[config.mk]
export PLATFORM = sky130hd
export DESIGN_NAME = sync_word_detector
export DESIGN_NICKNAME = d
export VERILOG_FILES = /design/src/rtl/sd_pkg.sv /design/src/rtl/sd_window.sv /design/src/rtl/sd_lane_count.sv /design/src/rtl/sd_engine.sv /design/src/rtl/sync_word_detector.sv
export SDC_FILE = /design/constraint.sdc
export NUM_CORES = 2
export LEC_CHECK = 0
export ABC_AREA = 1
export BUFFER_PORTS_ARGS = -buffer_cell sky130_fd_sc_hd__clkbuf_2
export CAP_MARGIN = 20
export CORE_ASPECT_RATIO = 1.4
export CORE_MARGIN = 5
export CORE_UTILIZATION = 65
export DETAILED_ROUTE_END_ITERATION = 10
export PLACE_DENSITY = 0.81
export SKIP_CTS_REPAIR_TIMING = 1
export SLEW_MARGIN = 5
export SYNTH_ARGS = -nofsm -noshare
export SYNTH_HDL_FRONTEND = slang
export SYNTH_SLANG_ARGS = --single-unit
export TNS_END_PERCENT = 20
[constraint.sdc]
create_clock -name clk -period 5.5 [get_ports clk]
set_input_delay 1.1 -clock clk [delete_from_list [all_inputs] [get_ports clk]]
set_output_delay 1.1 -clock clk [all_outputs]
set_load 0.005 [all_outputs]
[src/rtl/sd_pkg.sv]
package sd_pkg;

    localparam int MAX_WIN = 4096;

    typedef logic [255:0][3:0] ones_lut_t;

    typedef enum logic [1:0] {
        ENG_IDLE   = 2'd0,
        ENG_ACCUM  = 2'd1,
        ENG_REPORT = 2'd2
    } eng_state_e;

    function automatic ones_lut_t build_ones_lut();
        ones_lut_t t;
        for (int i = 0; i < 256; i++) begin
            int n;
            n = 0;
            for (int b = 0; b < 8; b++) begin
                n += (i >> b) & 1;
            end
            t[i] = 4'(n);
        end
        return t;
    endfunction

    localparam ones_lut_t ONES_LUT = build_ones_lut();

    function automatic logic [MAX_WIN-1:0] make_pattern(input logic [15:0] seed);
        logic [MAX_WIN-1:0] p;
        logic [15:0]        s;
        logic               fb;
        s = (seed == 16'd0) ? 16'd1 : seed;
        for (int i = 0; i < MAX_WIN; i++) begin
            p[i] = s[0];
            fb   = s[0] ^ s[2] ^ s[3] ^ s[5];
            s    = {fb, s[15:1]};
        end
        return p;
    endfunction

endpackage

[src/rtl/sd_window.sv]
module sd_window #(
    parameter int WIN_LEN = 500,
    parameter int CNT_W   = 9
) (
    input  logic               clk,
    input  logic               rst,
    input  logic               line_bit,
    input  logic               line_strobe,
    output logic [WIN_LEN-1:0] win_next,
    output logic               armed_if_strobe
);

    logic [WIN_LEN-1:0] win_q;
    logic [CNT_W-1:0]   fill_cnt;
    logic               full;

    assign win_next        = {win_q[WIN_LEN-2:0], line_bit};
    assign full            = (fill_cnt == CNT_W'(WIN_LEN));
    assign armed_if_strobe = full || (fill_cnt == CNT_W'(WIN_LEN - 1));

    always_ff @(posedge clk) begin
        if (rst) begin
            win_q    <= '0;
            fill_cnt <= '0;
        end else if (line_strobe) begin
            win_q <= win_next;
            if (!full) begin
                fill_cnt <= fill_cnt + CNT_W'(1);
            end
        end
    end

endmodule

[src/rtl/sd_lane_count.sv]
module sd_lane_count #(
    parameter int LANES = 4,
    parameter int GS_W  = 6
) (
    input  logic [LANES*8-1:0] bits,
    output logic [GS_W-1:0]    ones
);

    logic [LANES-1:0][3:0] lane_ones;

    for (genvar l = 0; l < LANES; l++) begin : g_lane
        assign lane_ones[l] = sd_pkg::ONES_LUT[bits[l*8 +: 8]];
    end

    always_comb begin
        ones = '0;
        for (int l = 0; l < LANES; l++) begin
            ones = ones + GS_W'(lane_ones[l]);
        end
    end

endmodule

[src/rtl/sd_engine.sv]
module sd_engine #(
    parameter int                 WIN_LEN = 500,
    parameter int                 LANES   = 4,
    parameter int                 CNT_W   = 9,
    parameter int                 NSTEP   = 16,
    parameter logic [WIN_LEN-1:0] REF     = '0
) (
    input  logic               clk,
    input  logic               rst,
    input  logic               start,
    input  logic [WIN_LEN-1:0] win_next,
    input  logic               armed_in,
    input  logic [CNT_W-1:0]   err_limit,
    output logic               busy,
    output logic               res_valid,
    output logic               res_match,
    output logic [CNT_W-1:0]   res_count
);

    import sd_pkg::*;

    localparam int GRP_W  = LANES * 8;
    localparam int PAD_W  = NSTEP * GRP_W;
    localparam int GS_W   = $clog2(GRP_W + 1);
    localparam int STEP_W = (NSTEP > 1) ? $clog2(NSTEP) : 1;

    eng_state_e        state;
    logic [PAD_W-1:0]  snap_q;
    logic [STEP_W-1:0] step_q;
    logic [CNT_W-1:0]  acc_q;
    logic [CNT_W-1:0]  acc_next;
    logic              armed_q;
    logic [GS_W-1:0]   grp_ones;

    sd_lane_count #(.LANES(LANES), .GS_W(GS_W)) u_lanes (
        .bits (snap_q[GRP_W-1:0]),
        .ones (grp_ones)
    );

    assign acc_next = acc_q + CNT_W'(grp_ones);
    assign busy     = (state != ENG_IDLE);

    always_ff @(posedge clk) begin
        if (rst) begin
            state     <= ENG_IDLE;
            snap_q    <= '0;
            step_q    <= '0;
            acc_q     <= '0;
            armed_q   <= 1'b0;
            res_valid <= 1'b0;
            res_match <= 1'b0;
            res_count <= '0;
        end else begin
            res_valid <= 1'b0;
            res_match <= 1'b0;
            case (state)
                ENG_IDLE: begin
                    if (start) begin
                        snap_q  <= PAD_W'(win_next ^ REF);
                        step_q  <= '0;
                        acc_q   <= '0;
                        armed_q <= armed_in;
                        state   <= ENG_ACCUM;
                    end
                end
                ENG_ACCUM: begin
                    acc_q  <= acc_next;
                    snap_q <= snap_q >> GRP_W;
                    step_q <= step_q + STEP_W'(1);
                    if (step_q == STEP_W'(NSTEP - 1)) begin
                        state <= ENG_REPORT;
                    end
                end
                ENG_REPORT: begin
                    res_valid <= 1'b1;
                    res_count <= acc_q;
                    res_match <= armed_q && (acc_q <= err_limit);
                    state     <= ENG_IDLE;
                end
                default: state <= ENG_IDLE;
            endcase
        end
    end

endmodule

[src/rtl/sync_word_detector.sv]
module sync_word_detector #(
    parameter int          WIN_LEN = 500,
    parameter int          LANES   = 4,
    parameter logic [15:0] SEED    = 16'hACE1,
    parameter int          CNT_W   = $clog2(WIN_LEN + 1)
) (
    input  logic             clk,
    input  logic             rst,
    input  logic             line_bit,
    input  logic             line_strobe,
    input  logic [CNT_W-1:0] err_limit,
    output logic             eval_valid,
    output logic             eval_match,
    output logic [CNT_W-1:0] eval_errors,
    output logic             overrun
);

    localparam int NSLICE = (WIN_LEN + 7) / 8;
    localparam int NSTEP  = (NSLICE + LANES - 1) / LANES;
    localparam logic [sd_pkg::MAX_WIN-1:0] REF_FULL = sd_pkg::make_pattern(SEED);
    localparam logic [WIN_LEN-1:0]         REF_BITS = REF_FULL[WIN_LEN-1:0];

    logic [WIN_LEN-1:0] win_next;
    logic               armed_if_strobe;
    logic               busy;
    logic               overrun_q;

    sd_window #(.WIN_LEN(WIN_LEN), .CNT_W(CNT_W)) u_window (
        .clk             (clk),
        .rst             (rst),
        .line_bit        (line_bit),
        .line_strobe     (line_strobe),
        .win_next        (win_next),
        .armed_if_strobe (armed_if_strobe)
    );

    sd_engine #(
        .WIN_LEN (WIN_LEN),
        .LANES   (LANES),
        .CNT_W   (CNT_W),
        .NSTEP   (NSTEP),
        .REF     (REF_BITS)
    ) u_engine (
        .clk       (clk),
        .rst       (rst),
        .start     (line_strobe),
        .win_next  (win_next),
        .armed_in  (armed_if_strobe),
        .err_limit (err_limit),
        .busy      (busy),
        .res_valid (eval_valid),
        .res_match (eval_match),
        .res_count (eval_errors)
    );

    always_ff @(posedge clk) begin
        if (rst) begin
            overrun_q <= 1'b0;
        end else if (line_strobe && busy) begin
            overrun_q <= 1'b1;
        end
    end

    assign overrun = overrun_q;

endmodule

==> impl_summary.md <==
Critical path
Tracing the worst setup path back leads to its startpoint at u_engine.u_lanes.lane_ones[5]. The kind of start point of the critical path is a flip-flop. The worst setup path is of the flip-flop to flip-flop kind. The setup slack on the worst flop-to-flop path is 1.85 ns.

The endpoint class of the critical path is a flip-flop. The worst register-to-register path begins at u_engine.u_lanes.lane_ones[5]. The required time of the worst setup path is 6.07 ns. For the worst setup path, the data arrival time is 4.22 ns. The number of cells traversed by the worst register-to-register path is 16. The maximum fanout encountered on the critical timing path is 3. The endpoint identified for the worst register-to-register timing path is u_engine.acc_q[7].

Global route
The pin count of the biggest net entering global routing is 238. The first-pass GRT wire length is 168 mm. The via count of the first global-routing pass is 34.8k. The aggregate global-route resource usage is 0.272.

The global routing stage identified its most utilized layer as met2. For this run, global-route usage on met3 was measured as 0.0314. The global-route track usage on met1 is 0.353. The number of antenna violations at the first check in global routing was 0. The met2 routing resource usage after global routing is 0.470. Summed over all layers, the global routing overflow is 0.

Run status
The flow ran to the end, and the final reports show no timing, DRC or antenna violations.

Yosys
The sequential element share of the synthesized area is 0.489. When the netlist entered floorplanning its net count stood at 5784. For this run, asynchronously set or reset flops after synthesis account for 0.

Of the total synthesized cell area, the portion taken by AND, OR, NAND and NOR gates is 0.190. The cell count after synthesis came out at 5721. The cell area after synthesis is 0.0430 mm². Yosys mapped a number of flops with a built-in enable equal to 0. The parity-gate share of the synthesized area counting xor and xnor cells is 0.00265. Averaged over all synthesized cells, the footprint is 7.52 µm². By area, the combinational part of the netlist is dominated by compound AO/OA/AOI/OAI gates. The predominant post-synthesis flop cell is dfxtp_1. The compound-cell area share of the yosys netlist came to 0.200. The mux cell area share after synthesis is 0.000233. The synthesized design contains 1052 register bits. The area share of fa/ha/maj cells after synthesis is 0.0165. The warning count from the yosys run is 0. The netlist uses 52 different library cells.

Pwr
The peak ir drop on the vdd network is 290 µV. The cell area power density is 383 mW/mm². Summed over all cells, the static leakage comes to 20.1 nW.

CTS
The cell sitting at the root of the clock tree is a clkbuf_16. The H-tree depth is 3. The number of sinks handled by clock tree synthesis is 1052. The total CTS buffers is 96.

The maximum count of clock buffers along a single path is 3. The clock-pin slew reported for the worst setup and hold paths after clock tree synthesis is 0.06 ns. The clock latency reported for the late side of the worst-skew pair is 0.67 ns.

TritonCTS built the clock tree.

STA
In the finished design, the share of the clock period the worst path needs comes to 0.664. The maximum achievable frequency is 274 MHz. The number of endpoints with negative hold slack in the final report was 0. Setup violations remaining at the end of the flow were counted as 0.

The slew at the pin closest to its max-slew limit is 1.24 ns. Setup repair after global routing left no endpoint under its margin. Measured against its own limit, the worst slew margin works out to 0.173.

The maximum clock skew at final layout is 0.0212 ns. The accumulated negative setup slack is 0 ns. The worst path in the final design needs a cycle of 3.65 ns, including I/O delays and setup. The tightest hold path in the finished design has a slack of 0.465 ns. The max-slew violation total from the final report is 0.

Cells and area
The most common cell after layout, fill and taps aside is nand2_1. The count of cells in the finished layout, fillers not included, comes to 6402. The antenna diode count is 0. The net count reported at finish is 5537. Compared with the post-synthesis result, the final layout area differs by 7.66%. Of the cells placed in the final design, the portion with a size suffix greater than 1 is 0.0562. In the layout the commonest cells are nand2_1, dfxtp_1, inv_1, o21ai_0, nor2_1.

Placement
The count of buffers inserted at the top-level ports is 24. At the end of routability-driven placement, the weighted congestion stood at 0.859. Including well taps, the total number of placed cells is 6223.

After legalization and detailed placement, the total HPWL measured 53.9 mm.

Drt
The total number of vias is 36.3k. The routed wirelength normalized by instance count is 15.4 µm. For this block, the routed nets add up to 98.3 mm of wire. The total iterations of the first detailed-routing run is 6. For this run, design rule violations remaining after detail routing come to 0. The antenna violation net count after detailed routing is 0. The per-cell via count in the routed design is 5.68. The detailed router finished its first iteration with 3379 violations.

Die
The starting utilization of the core area is 0.656. 25 I/O pins were placed. In this run the standard cell core region covers 0.0656 mm². The die height is 314 µm.

In this run the core area contains 111 standard-cell rows. The die outline area is 0.0715 mm². The die boundary width is 227 µm.

Min path
The hold-critical path depth is 2. The path with the worst hold slack has its endpoint at u_window.win_q[497]. The startpoint of the most critical hold path is u_window.win_q[497].

The kind of path behind the tightest hold check is flip-flop to flip-flop.

Flow run
The max-cap violation count is 0.
## worst max-delay path: stages, from the launching register on
cell and delay, ns:
dfxtp_1 0.36, inv_1 0.07, fa_1 0.51, fa_1 0.56, fa_1 0.56, inv_1 0.04, ha_1 0.22, fa_1 0.41
nand2_1 0.08, nand2_1 0.05, a21oi_1 0.16, nor2_1 0.07, o21ai_0 0.14, nand2_1 0.06, nand2_1 0.07, nor2_1 0.04
a211oi_1 0.15
## kinds of logic after synthesis
kind of cell	Yosys count
adder cells (fa/ha/maj)	50
multiplexers	1
AO/OA/AOI/OAI	1484
AND/OR/NAND/NOR	2015
flip-flops	1052
buffers and inverters	1106
XOR/XNOR	13
## layout make-up
cell class / instances / area, µm²
timing repair buffer: 59 / 549
clock buffer: 150 / 2970
sequential: 1052 / 21100
inverter: 702 / 2670
fill: 5285 / 19200
tap: 847 / 1060
clock inverter: 29 / 385
multi-input combinational: 3563 / 17600
## state kept, by name, summed over array words and instances (netlist names)
name and cells:
u_window.win_q 499, u_engine.step_q 4, overrun 1, u_engine.state 2, u_engine.armed_q 1, u_engine.snap_q 500, u_engine.res_count 9, u_engine.res_match 1
u_window.fill_cnt 9, u_engine.u_lanes.lane_ones 16, u_engine.res_valid 1, u_engine.acc_q 9
## synth_stat cells, types with 2 or more instances
cell	count	area share
nand3_2	9	0.0021
a31oi_2	2	0.00058
nand3b_1	3	0.00052
buf_2	77	0.0090
a22oi_1	70	0.012
o221ai_1	39	0.0079
xor2_1	10	0.0020
nand3_1	257	0.030
a211oi_1	3	0.00052
o21ai_0	656	0.076
nor2_2	6	0.00087
clkbuf_1	274	0.024
buf_6	8	0.0021
xnor2_1	3	0.00061
nand2_2	14	0.0020
dfxtp_1	1052	0.49
o21ai_2	3	0.00061
nand2_1	1224	0.11
nor2_1	456	0.040
nand2_4	9	0.0024
nor4_1	4	0.00058
nand4_1	6	0.00087
a21oi_2	2	0.00041
fa_1	11	0.0051
o22ai_1	79	0.011
o211ai_1	246	0.043
buf_1	39	0.0034
buf_8	2	0.00070
inv_1	679	0.059
nor2_4	6	0.0016
inv_2	18	0.0016
buf_4	4	0.00070
a21oi_1	357	0.042
o21ai_1	12	0.0014
or2_2	11	0.0016
ha_1	39	0.011
a22oi_2	3	0.00087
o32ai_1	5	0.0010
nor3_1	7	0.00081
inv_4	4	0.00058
## routing by layer
metal	up-vias	share of wire
met5	-	0
met4	0	0.029
met3	187	0.046
met2	851	0.49
met1	17200	0.43
li1	18100	-
## stage by stage
stage               area, µm²  setup slack (ns)  utilization  total power [mW]
floorplan               43000              2.15            -              10.3
global placement        43000              1.56        0.656              10.9
detailed placement      43000              1.51        0.656              10.9
CTS                     46300              1.83        0.707              17.9
global route            46300              1.55        0.707              18.6
finish                  46300              1.85        0.707              17.8
## worst max-delay path by stage
stage	end	cells past startpoint
after floorplan	u_engine.u_lanes.lane_ones[9]	19
after global placement	u_engine.u_lanes.lane_ones[2]	14
after detailed placement	u_engine.u_lanes.lane_ones[2]	14
after CTS	u_engine.acc_q[7]	16
after global routing	u_engine.acc_q[7]	17
final	u_engine.acc_q[7]	16
## power by group
part	internal (mW)	switching, mW
logic	0.768	1.55
registers	8.17	0.314
clock network	4.05	2.90
total	13.0	4.77
(Power assumes the default switching activity.)
